<file path="src/rtl/dual_mac.sv">
module dual_mac #(
  parameter int OPW   = 16,
  parameter int GUARD = 8,
  parameter int NREG  = 8
) (
  input  logic                          clk,
  input  logic                          rst_n,
  input  logic                          issue,
  input  logic [2*OPW-1:0]              src_a,
  input  logic [2*OPW-1:0]              src_b,
  input  logic [1:0]                    op1,
  input  logic [1:0]                    op0,
  input  logic                          sel_a1,
  input  logic                          sel_b1,
  input  logic                          sel_a0,
  input  logic                          sel_b0,
  input  logic                          ext1,
  input  logic                          ext0,
  input  logic                          frac,
  input  logic                          rnd,
  input  logic                          wide,
  input  logic [$clog2(NREG)-1:0]       dst,
  output logic [2*OPW+GUARD-1:0]        acc1,
  output logic [2*OPW+GUARD-1:0]        acc0,
  output logic [$clog2(NREG)-1:0]       rf_idx1,
  output logic [$clog2(NREG)-1:0]       rf_idx0,
  output logic [2*OPW-1:0]              rf_data1,
  output logic [2*OPW-1:0]              rf_data0,
  output logic [1:0]                    rf_mask1,
  output logic [1:0]                    rf_mask0
);
  localparam int PW = 2*OPW;
  localparam int AW = PW + GUARD;
  localparam int IW = $clog2(NREG);
  localparam logic [OPW-1:0] MAXH = {1'b0, {(OPW-1){1'b1}}};
  localparam logic [OPW-1:0] MINH = {1'b1, {(OPW-1){1'b0}}};
  localparam logic [PW-1:0]  MAXW = {1'b0, {(PW-1){1'b1}}};
  localparam logic [PW-1:0]  MINW = {1'b1, {(PW-1){1'b0}}};
  localparam logic [AW:0]    RINC = (AW+1)'(1) << (OPW-1);

  logic [3:0] opv;
  logic [1:0] sav, sbv, exv;
  assign opv = {op1, op0};
  assign sav = {sel_a1, sel_a0};
  assign sbv = {sel_b1, sel_b0};
  assign exv = {ext1, ext0};

  for (genvar l = 0; l < 2; l++) begin : g_lane
    logic signed [OPW-1:0] ha, hb;
    logic signed [PW-1:0]  raw;
    logic [PW-1:0]         prod, wid, put;
    logic [AW-1:0]         prod_x, nxt, acc_r;
    logic [AW:0]           rsum;
    logic [OPW-1:0]        nar_f, nar_i, nar;
    logic                  fit_f, fit_i, fit_w;
    logic [1:0]            hmask;
    logic [PW-1:0]         dat_r;
    logic [IW-1:0]         idx_r;
    logic [1:0]            msk_r;

    assign ha     = sav[l] ? src_a[PW-1:OPW] : src_a[OPW-1:0];
    assign hb     = sbv[l] ? src_b[PW-1:OPW] : src_b[OPW-1:0];
    assign raw    = ha * hb;
    assign prod   = !frac ? raw : ((ha == MINH && hb == MINH) ? MAXW : raw <<< 1);
    assign prod_x = {{GUARD{prod[PW-1]}}, prod};

    always_comb begin
      case (opv[2*l +: 2])
        2'd1:    nxt = prod_x;
        2'd2:    nxt = acc_r + prod_x;
        2'd3:    nxt = acc_r - prod_x;
        default: nxt = acc_r;
      endcase
    end

    assign rsum  = {nxt[AW-1], nxt} + ((frac && rnd) ? RINC : '0);
    assign fit_f = &rsum[AW:PW-1] | ~|rsum[AW:PW-1];
    assign nar_f = fit_f ? rsum[PW-1:OPW] : (rsum[AW] ? MINH : MAXH);
    assign fit_i = &nxt[AW-1:OPW-1] | ~|nxt[AW-1:OPW-1];
    assign nar_i = fit_i ? nxt[OPW-1:0] : (nxt[AW-1] ? MINH : MAXH);
    assign fit_w = &nxt[AW-1:PW-1] | ~|nxt[AW-1:PW-1];
    assign wid   = fit_w ? nxt[PW-1:0] : (nxt[AW-1] ? MINW : MAXW);
    assign nar   = frac ? nar_f : nar_i;

    if (l == 1) begin : g_hi
      assign put   = wide ? wid : {nar, {OPW{1'b0}}};
      assign hmask = wide ? 2'b11 : 2'b10;
    end else begin : g_lo
      assign put   = wide ? wid : {{OPW{1'b0}}, nar};
      assign hmask = wide ? 2'b11 : 2'b01;
    end

    always_ff @(posedge clk or negedge rst_n) begin
      if (!rst_n) begin
        acc_r <= '0;
        dat_r <= '0;
        idx_r <= '0;
        msk_r <= '0;
      end else if (issue) begin
        acc_r <= nxt;
        msk_r <= exv[l] ? hmask : 2'b00;
        if (exv[l]) begin
          dat_r <= put;
          idx_r <= wide ? {dst[IW-1:1], 1'(l)} : dst;
        end
      end else begin
        msk_r <= 2'b00;
      end
    end
  end

  assign acc1     = g_lane[1].acc_r;
  assign acc0     = g_lane[0].acc_r;
  assign rf_data1 = g_lane[1].dat_r;
  assign rf_data0 = g_lane[0].dat_r;
  assign rf_idx1  = g_lane[1].idx_r;
  assign rf_idx0  = g_lane[0].idx_r;
  assign rf_mask1 = g_lane[1].msk_r;
  assign rf_mask0 = g_lane[0].msk_r;
endmodule


</file>
<file path="config.mk">
export PLATFORM = sky130hd
export DESIGN_NAME = dual_mac
export DESIGN_NICKNAME = d
export VERILOG_FILES = /design/src/rtl/dual_mac.sv
export SDC_FILE = /design/constraint.sdc
export NUM_CORES = 2
export LEC_CHECK = 0
export ABC_CLOCK_PERIOD_IN_PS = 4950
export BUFFER_PORTS_ARGS = -buffer_cell sky130_fd_sc_hd__buf_2
export CAP_MARGIN = 25
export CORE_MARGIN = 5
export CORE_UTILIZATION = 40
export DETAILED_ROUTE_END_ITERATION = 8
export SYNTH_ARGS = -nofsm -noshare
export SYNTH_HDL_FRONTEND = slang
export SYNTH_SLANG_ARGS = --single-unit
</file>
<file path="constraint.sdc">
create_clock -name clk -period 4.95 [get_ports clk]
set_clock_uncertainty 0.2 [all_clocks]
set_input_delay 0.2475 -clock clk [delete_from_list [all_inputs] [get_ports clk]]
set_output_delay 0.2475 -clock clk [all_outputs]
set_load 0.03 [all_outputs]
</file>
---- After elaboration in Yosys (flattened, before gate mapping) ----
Cells that the tools add are included.
word-level totals
  bits of input ports ..................... 83
  flip-flop bits (word level) ............. 154
cells by class
  bitwise operators ....................... 6
  equal/unequal tests ..................... 10
  mux-type cells .......................... 35
  $add $sub $neg .......................... 6
  reductions and logical operators ........ 23
  $mul .................................... 2
operators with widths
  operator                                                         number
  32-bit 2-to-1 mux                                                10
  16-bit 2-to-1 mux                                                15
  40-bit one-hot mux with 3 select lines                           2
  40-bit adder                                                     2
  40-bit subtractor                                                2
  16-bit == test, second input constant                            4
  16-bit by 16-bit multiplier with 32-bit output                   2
  25-bit AND reduction                                             2
  25-bit OR reduction                                              2
  40-bit by 17-bit adder with 41-bit output                        1
  41-bit adder                                                     1
  10-bit AND reduction                                             2
  10-bit OR reduction                                              2
  9-bit AND reduction                                              2
  9-bit OR reduction                                               2
  2-bit 2-to-1 mux                                                 5
  2-bit == test, second input constant                             4
  1-bit zero test                                                  6
  1-bit bitwise OR                                                 6
  2-bit by 1-bit == test with 1-bit output, second input constant  2
  2-bit AND reduction                                              2
  1-bit logical AND                                                3
  1-bit 2-to-1 mux                                                 3

---- Logic depth before layout (Yosys ltp) ----
  word-level depth ........................ 14
  depth in mapped cells ................... 51

---- Least setup slack after synthesis ----
Ideal clock, no wire load.
  path type ............................... in2reg
  from .................................... input sel_a1
  to ...................................... register g_lane[1].dat_r[26], in the netlist rf_data1[26]
  arrival ................................. 11.836 ns
  path slack .............................. -7.206 ns
  required time ........................... 4.630 ns
  stages .................................. 48
  path buffers ............................ 7
  cells stage by stage .................... buf_6 > clkbuf_1 > clkbuf_1 > mux2i_1 > nor2_1 > fa_1 > inv_1 > fa_1 > inv_1 > fa_1 > inv_1 > fa_1 > fa_1 > fa_1 > inv_1 > ha_1 > clkbuf_1 > and3_1 > [... 12 more ...] > clkbuf_1 > a21o_1 > a21o_1 > a21o_1 > or2_2 > and3_1 > and2_1 > o311ai_1 > nand2_1 > o211ai_1 > a21oi_1 > and4b_1 > o211a_1 > o221a_4 > a31oi_4 > buf_6 > o211ai_2 > o211a_1
between the ends
  longest elaborated chain between the ends .. 14
  elaborated cells on any way between the ends .. 30
RTL lines
  element                                                                                                 line    RTL
  start, declared                                                                                         13      input logic sel_a1,
  16-bit 2-to-1 mux *                                                                                     61      assign ha = sav[l] ? src_a[PW-1:OPW] : src_a[OPW-1:0];
  parallel branches: the longest is 3 deep, another holds 16-bit by 16-bit multiplier with 32-bit output  --
  32-bit 2-to-1 mux *                                                                                     64      assign prod = !frac ? raw : ((ha == MINH && hb == MINH) ? MAXW : raw <<< 1);
  40-bit subtractor / 40-bit adder (equally long branches)                                                71, 70
  40-bit one-hot mux with 3 select lines *                                                                68      case (opv[2*l +: 2])
  40-bit by 17-bit adder with 41-bit output                                                               76      assign rsum = {nxt[AW-1], nxt} + ((frac && rnd) ? RINC : '0);
  10-bit OR reduction                                                                                     77      assign fit_f = &rsum[AW:PW-1] | ~|rsum[AW:PW-1];
  1-bit zero test                                                                                         77
  1-bit bitwise OR                                                                                        77
  16-bit 2-to-1 mux                                                                                       78      assign nar_f = fit_f ? rsum[PW-1:OPW] : (rsum[AW] ? MINH : MAXH);
  16-bit 2-to-1 mux                                                                                       83      assign nar = frac ? nar_f : nar_i;
  32-bit 2-to-1 mux *                                                                                     86      assign put = wide ? wid : {nar, {OPW{1'b0}}};
  end signal, assigned                                                                                    103     dat_r <= put;
  end, declared                                                                                           57      logic [PW-1:0] dat_r;
Every way passes the cells marked *.
A chain may end at the register's enable or synchronous reset.

---- Worst setup path after layout ----
  from .................................... input src_b[4]
  to ...................................... register g_lane[0].dat_r[16], in the netlist rf_data0[16]
between the ends
  longest elaborated chain between the ends .. 12
  elaborated cells on any way between the ends .. 16
RTL lines
  element                                                                                                 line    RTL
  start, declared                                                                                         10      input logic [2*OPW-1:0] src_b,
  16-bit 2-to-1 mux *                                                                                     62      assign hb = sbv[l] ? src_b[PW-1:OPW] : src_b[OPW-1:0];
  parallel branches: the longest is 3 deep, another holds 16-bit by 16-bit multiplier with 32-bit output  --
  32-bit 2-to-1 mux *                                                                                     64
  40-bit subtractor / 40-bit adder (equally long branches)                                                71, 70
  40-bit one-hot mux with 3 select lines *                                                                68
  9-bit OR reduction                                                                                      81      assign fit_w = &nxt[AW-1:PW-1] | ~|nxt[AW-1:PW-1];
  1-bit zero test                                                                                         81
  1-bit bitwise OR                                                                                        81
  32-bit 2-to-1 mux *                                                                                     82      assign wid = fit_w ? nxt[PW-1:0] : (nxt[AW-1] ? MINW : MAXW);
  32-bit 2-to-1 mux *                                                                                     89      assign put = wide ? wid : {{OPW{1'b0}}, nar};
  end signal, assigned                                                                                    103
  end, declared                                                                                           57
Marked as above.

==> qor.yml <==
status: "finished with violations"
failed_checks: "setup timing"
finalCritPeriodShare_pct: 218.8
antenna_found_initial: 1
port_buffers: 236
ys.flop_type: "dfrtp_1"
syn_avg_cell_area_um2: 8.149
overflow: 0
first_pass_iters: 8
clockBufferDepth: 2
htree_levels: 4
maxSlewHeadroom_pct: 32.90
fin_nets: 7279
clk_pin_slew_worst_paths_ns: 0.07
worst_pin_slew_ns: 1.007
grt_pass1_wl_mm: 238.7
dp_hpwl_mm: 125.5
synth_cell_types: 117
cts_root_buf: "clkbuf_16"
drive_above_1_share_pct: 40.81
vias_per_cell: 5.463
endpoint_kind: "register"
die_w_um: 322.9
postRouteAntennaNets: 0
synth-edff-count: 0
clock_sinks: 154
areaGrowthSynthToFinish_pct: 49.75
row_count: 114
clk_latency_ns: 0.47
fin_cells: 7714
rsz0062_at_grt: "true"
grt_max_degree: 115
cp-start-kind: "primary input"
wirelength_mm: 154.2
critPathMaxStageDelay_ns: 0.60
crit_path_frequent_cell: "inv_1"
grtUsageTotal_pct: 28.81
fmax_mhz: 92.32
coreArea_um2: 96990
critPathSlowestCell: "fa_2"
max-cap-violations: 0
wl_per_cell_um: 19.99
critPathKind: "primary input to register"
drv_slew: 0
grt_pass1_vias: 43800
hold_viol: 0
drt_iter0_drc: 2943
crit_arrival_ns: 11.01
setup_viol: 136
dp.cells: 7504
ys_seq_area_share_pct: 9.842
syn_nets: 5660
setup_slack_ns: -5.882
hold_class: "primary input to async pin"
die_y_um: 322.9
cts_buffers: 17
synth_seq_cells: 154
ys_warn_count: 0
initial_core_util_pct: 40.37
io_pins: 237
synthCells: 4805
syn_area_um2: 39150
synthArstFlopShare_pct: 100.0
drc_errors: 0
die-area_um2: 104200
critical_path_required_ns: 5.13
worstPathMaxFanout: 8
post-route-min-period_ns: 10.83
num_vias: 42140
cts_tree: "done"
gp_congestion: 0.9793
==> what timing repair did <==
action,4_1_cts,5_1_grt
gates resized for setup,337,397
hold endpoints to repair,46,0
cloned,10,4
setup buffers,82,89
pin swaps,141,189
endpoints found under the setup margin,136,136
hold buffers,4,0
==> per-stage QoR <==
stage / TNS (ns) / util [%] / area [um^2] / hold slack (ns) / worst slack [ns]
finish: -590.73 / 60.45 / 58630 / 0.08368 / -5.882
global route: -635.77 / 60.45 / 58630 / 0.08097 / -6.189
CTS: -568.15 / 57.95 / 56210 / 0.02082 / -5.546
detailed placement: -680.99 / 54.91 / 53260 / 0.02365 / -6.519
global placement: -670.38 / 54.91 / 53260 / 0.02608 / -6.351
floorplan: -577.84 / - / 40950 / -0.2481 / -5.878
==> cell families after synthesis <==
| logic type | share of synthesized area (%) |
|---|---|
| adder cells (fa/ha/maj) | 34.76 |
| AND/OR/NAND/NOR | 17.84 |
| multiplexers | 6.046 |
| XOR/XNOR | 4.161 |
| AO/OA/AOI/OAI | 19.03 |
| flip-flops | 9.842 |
| buffers and inverters | 8.321 |
==> synthesized netlist by cell type (all sizes together), types with 39 or more instances <==
library cell,number,share of area [%]
a211oi,62,1.3
nand3,71,0.91
dfrtp,154,9.8
nor3,74,1.0
o21a,39,0.75
buf,47,0.69
nand2,518,5.0
a21oi,271,3.6
clkbuf,150,1.4
fa,526,27
o211ai,58,1.2
mux2,106,3.1
nand4,40,0.66
a21o,81,1.6
xnor2,119,2.7
nand2b,52,0.83
mux2i,114,3.0
xor2,67,1.5
o21ai,230,2.9
ha,246,7.9
a31oi,62,1.0
inv,645,6.2
nor2,520,5.0
==> flip-flops by register name, summed over array words and instances, names as in the netlist <==
name	count
acc0	40
rf_idx0	3
rf_data0	32
rf_idx1	3
acc1	40
rf_mask1	2
rf_data1	32
rf_mask0	2
==> metal layers <==
metal / share of wire (%) / global-route usage [%] / up-vias / wire [um]
met4: 4.7 / 10.73 / 0 / 7284
met1: 40 / 35.95 / 20830 / 61750
met2: 50 / 51.39 / 1360 / 76750
met3: 5.4 / 3.379 / 375 / 8387
met5: 0 / 0 / - / 0
li1: - / - / 19580 / -
==> worst paths after layout <==
| path | from | cells past startpoint | slack (ns) | endpoint |
|---|---|---|---|---|
| worst min register to register | rf_data1[6]$_DFFE_PN0P_ | 1 | 0.27 | rf_data1[6]$_DFFE_PN0P_ |
| min in group clk | wide | 3 | 0.09 | rf_data0[15]$_DFFE_PN0P_ |
| max in group asynchronous | rst_n | 3 | 3.36 | acc1[11]$_DFFE_PN0P_ |
| worst max-delay path | src_b[4] | 50 | -5.88 | rf_data0[16]$_DFFE_PN0P_ |
| worst max register to register | acc0[1]$_DFFE_PN0P_ | 24 | -0.36 | rf_data0[16]$_DFFE_PN0P_ |
| worst min-delay path | rst_n | 2 | 0.08 | acc0[12]$_DFFE_PN0P_ |
==> cells in the final DEF, fill, tap and decap left out, drive strengths merged, types with 14 or more instances in the layout <==
cell type and instances:
a211o 19, a211oi 62, a21boi 22, a21o 81
a21oi 272, a22oi 26, a31oi 62, and2 35
and3 27, buf 1787, clkbuf 21, dfrtp 154
fa 526, ha 246, inv 650, mux2 106
mux2i 114, nand2 518, nand2b 52, nand3 71
nand4 40, nor2 520, nor2b 24, nor3 74
nor4 37, o211a 23, o211ai 58, o21a 39
o21ai 230, o21bai 15, o221ai 14, o22ai 29
o31ai 27, or2 28, or3 31, or4 15
xnor2 119, xor2 67
==> critical path: cells and delay by family <==
kind,cells,cell delay (ns)
xor+xnor,2,0.36
mux,2,0.46
compound gates,12,2.48
fa+ha+maj,8,3.63
simple gates,12,2.11
buf+inv,14,1.68
==> cell type report <==
| class | count | area, um^2 |
|---|---|---|
| antenna | 1 | 2.502 |
| clock buffer | 19 | 442.9 |
| clock inverter | 13 | 132.6 |
| fill | 8549 | 38360 |
| inverter | 646 | 2442 |
| multi-input combinational | 3809 | 36000 |
| sequential | 154 | 3854 |
| tap | 1276 | 1597 |
| timing repair buffer | 1795 | 14160 |
| timing repair inverter | 1 | 6.256 |
Power is not shown: default switching activity piles up to over one toggle a cycle in this logic, so the estimate is an artifact.
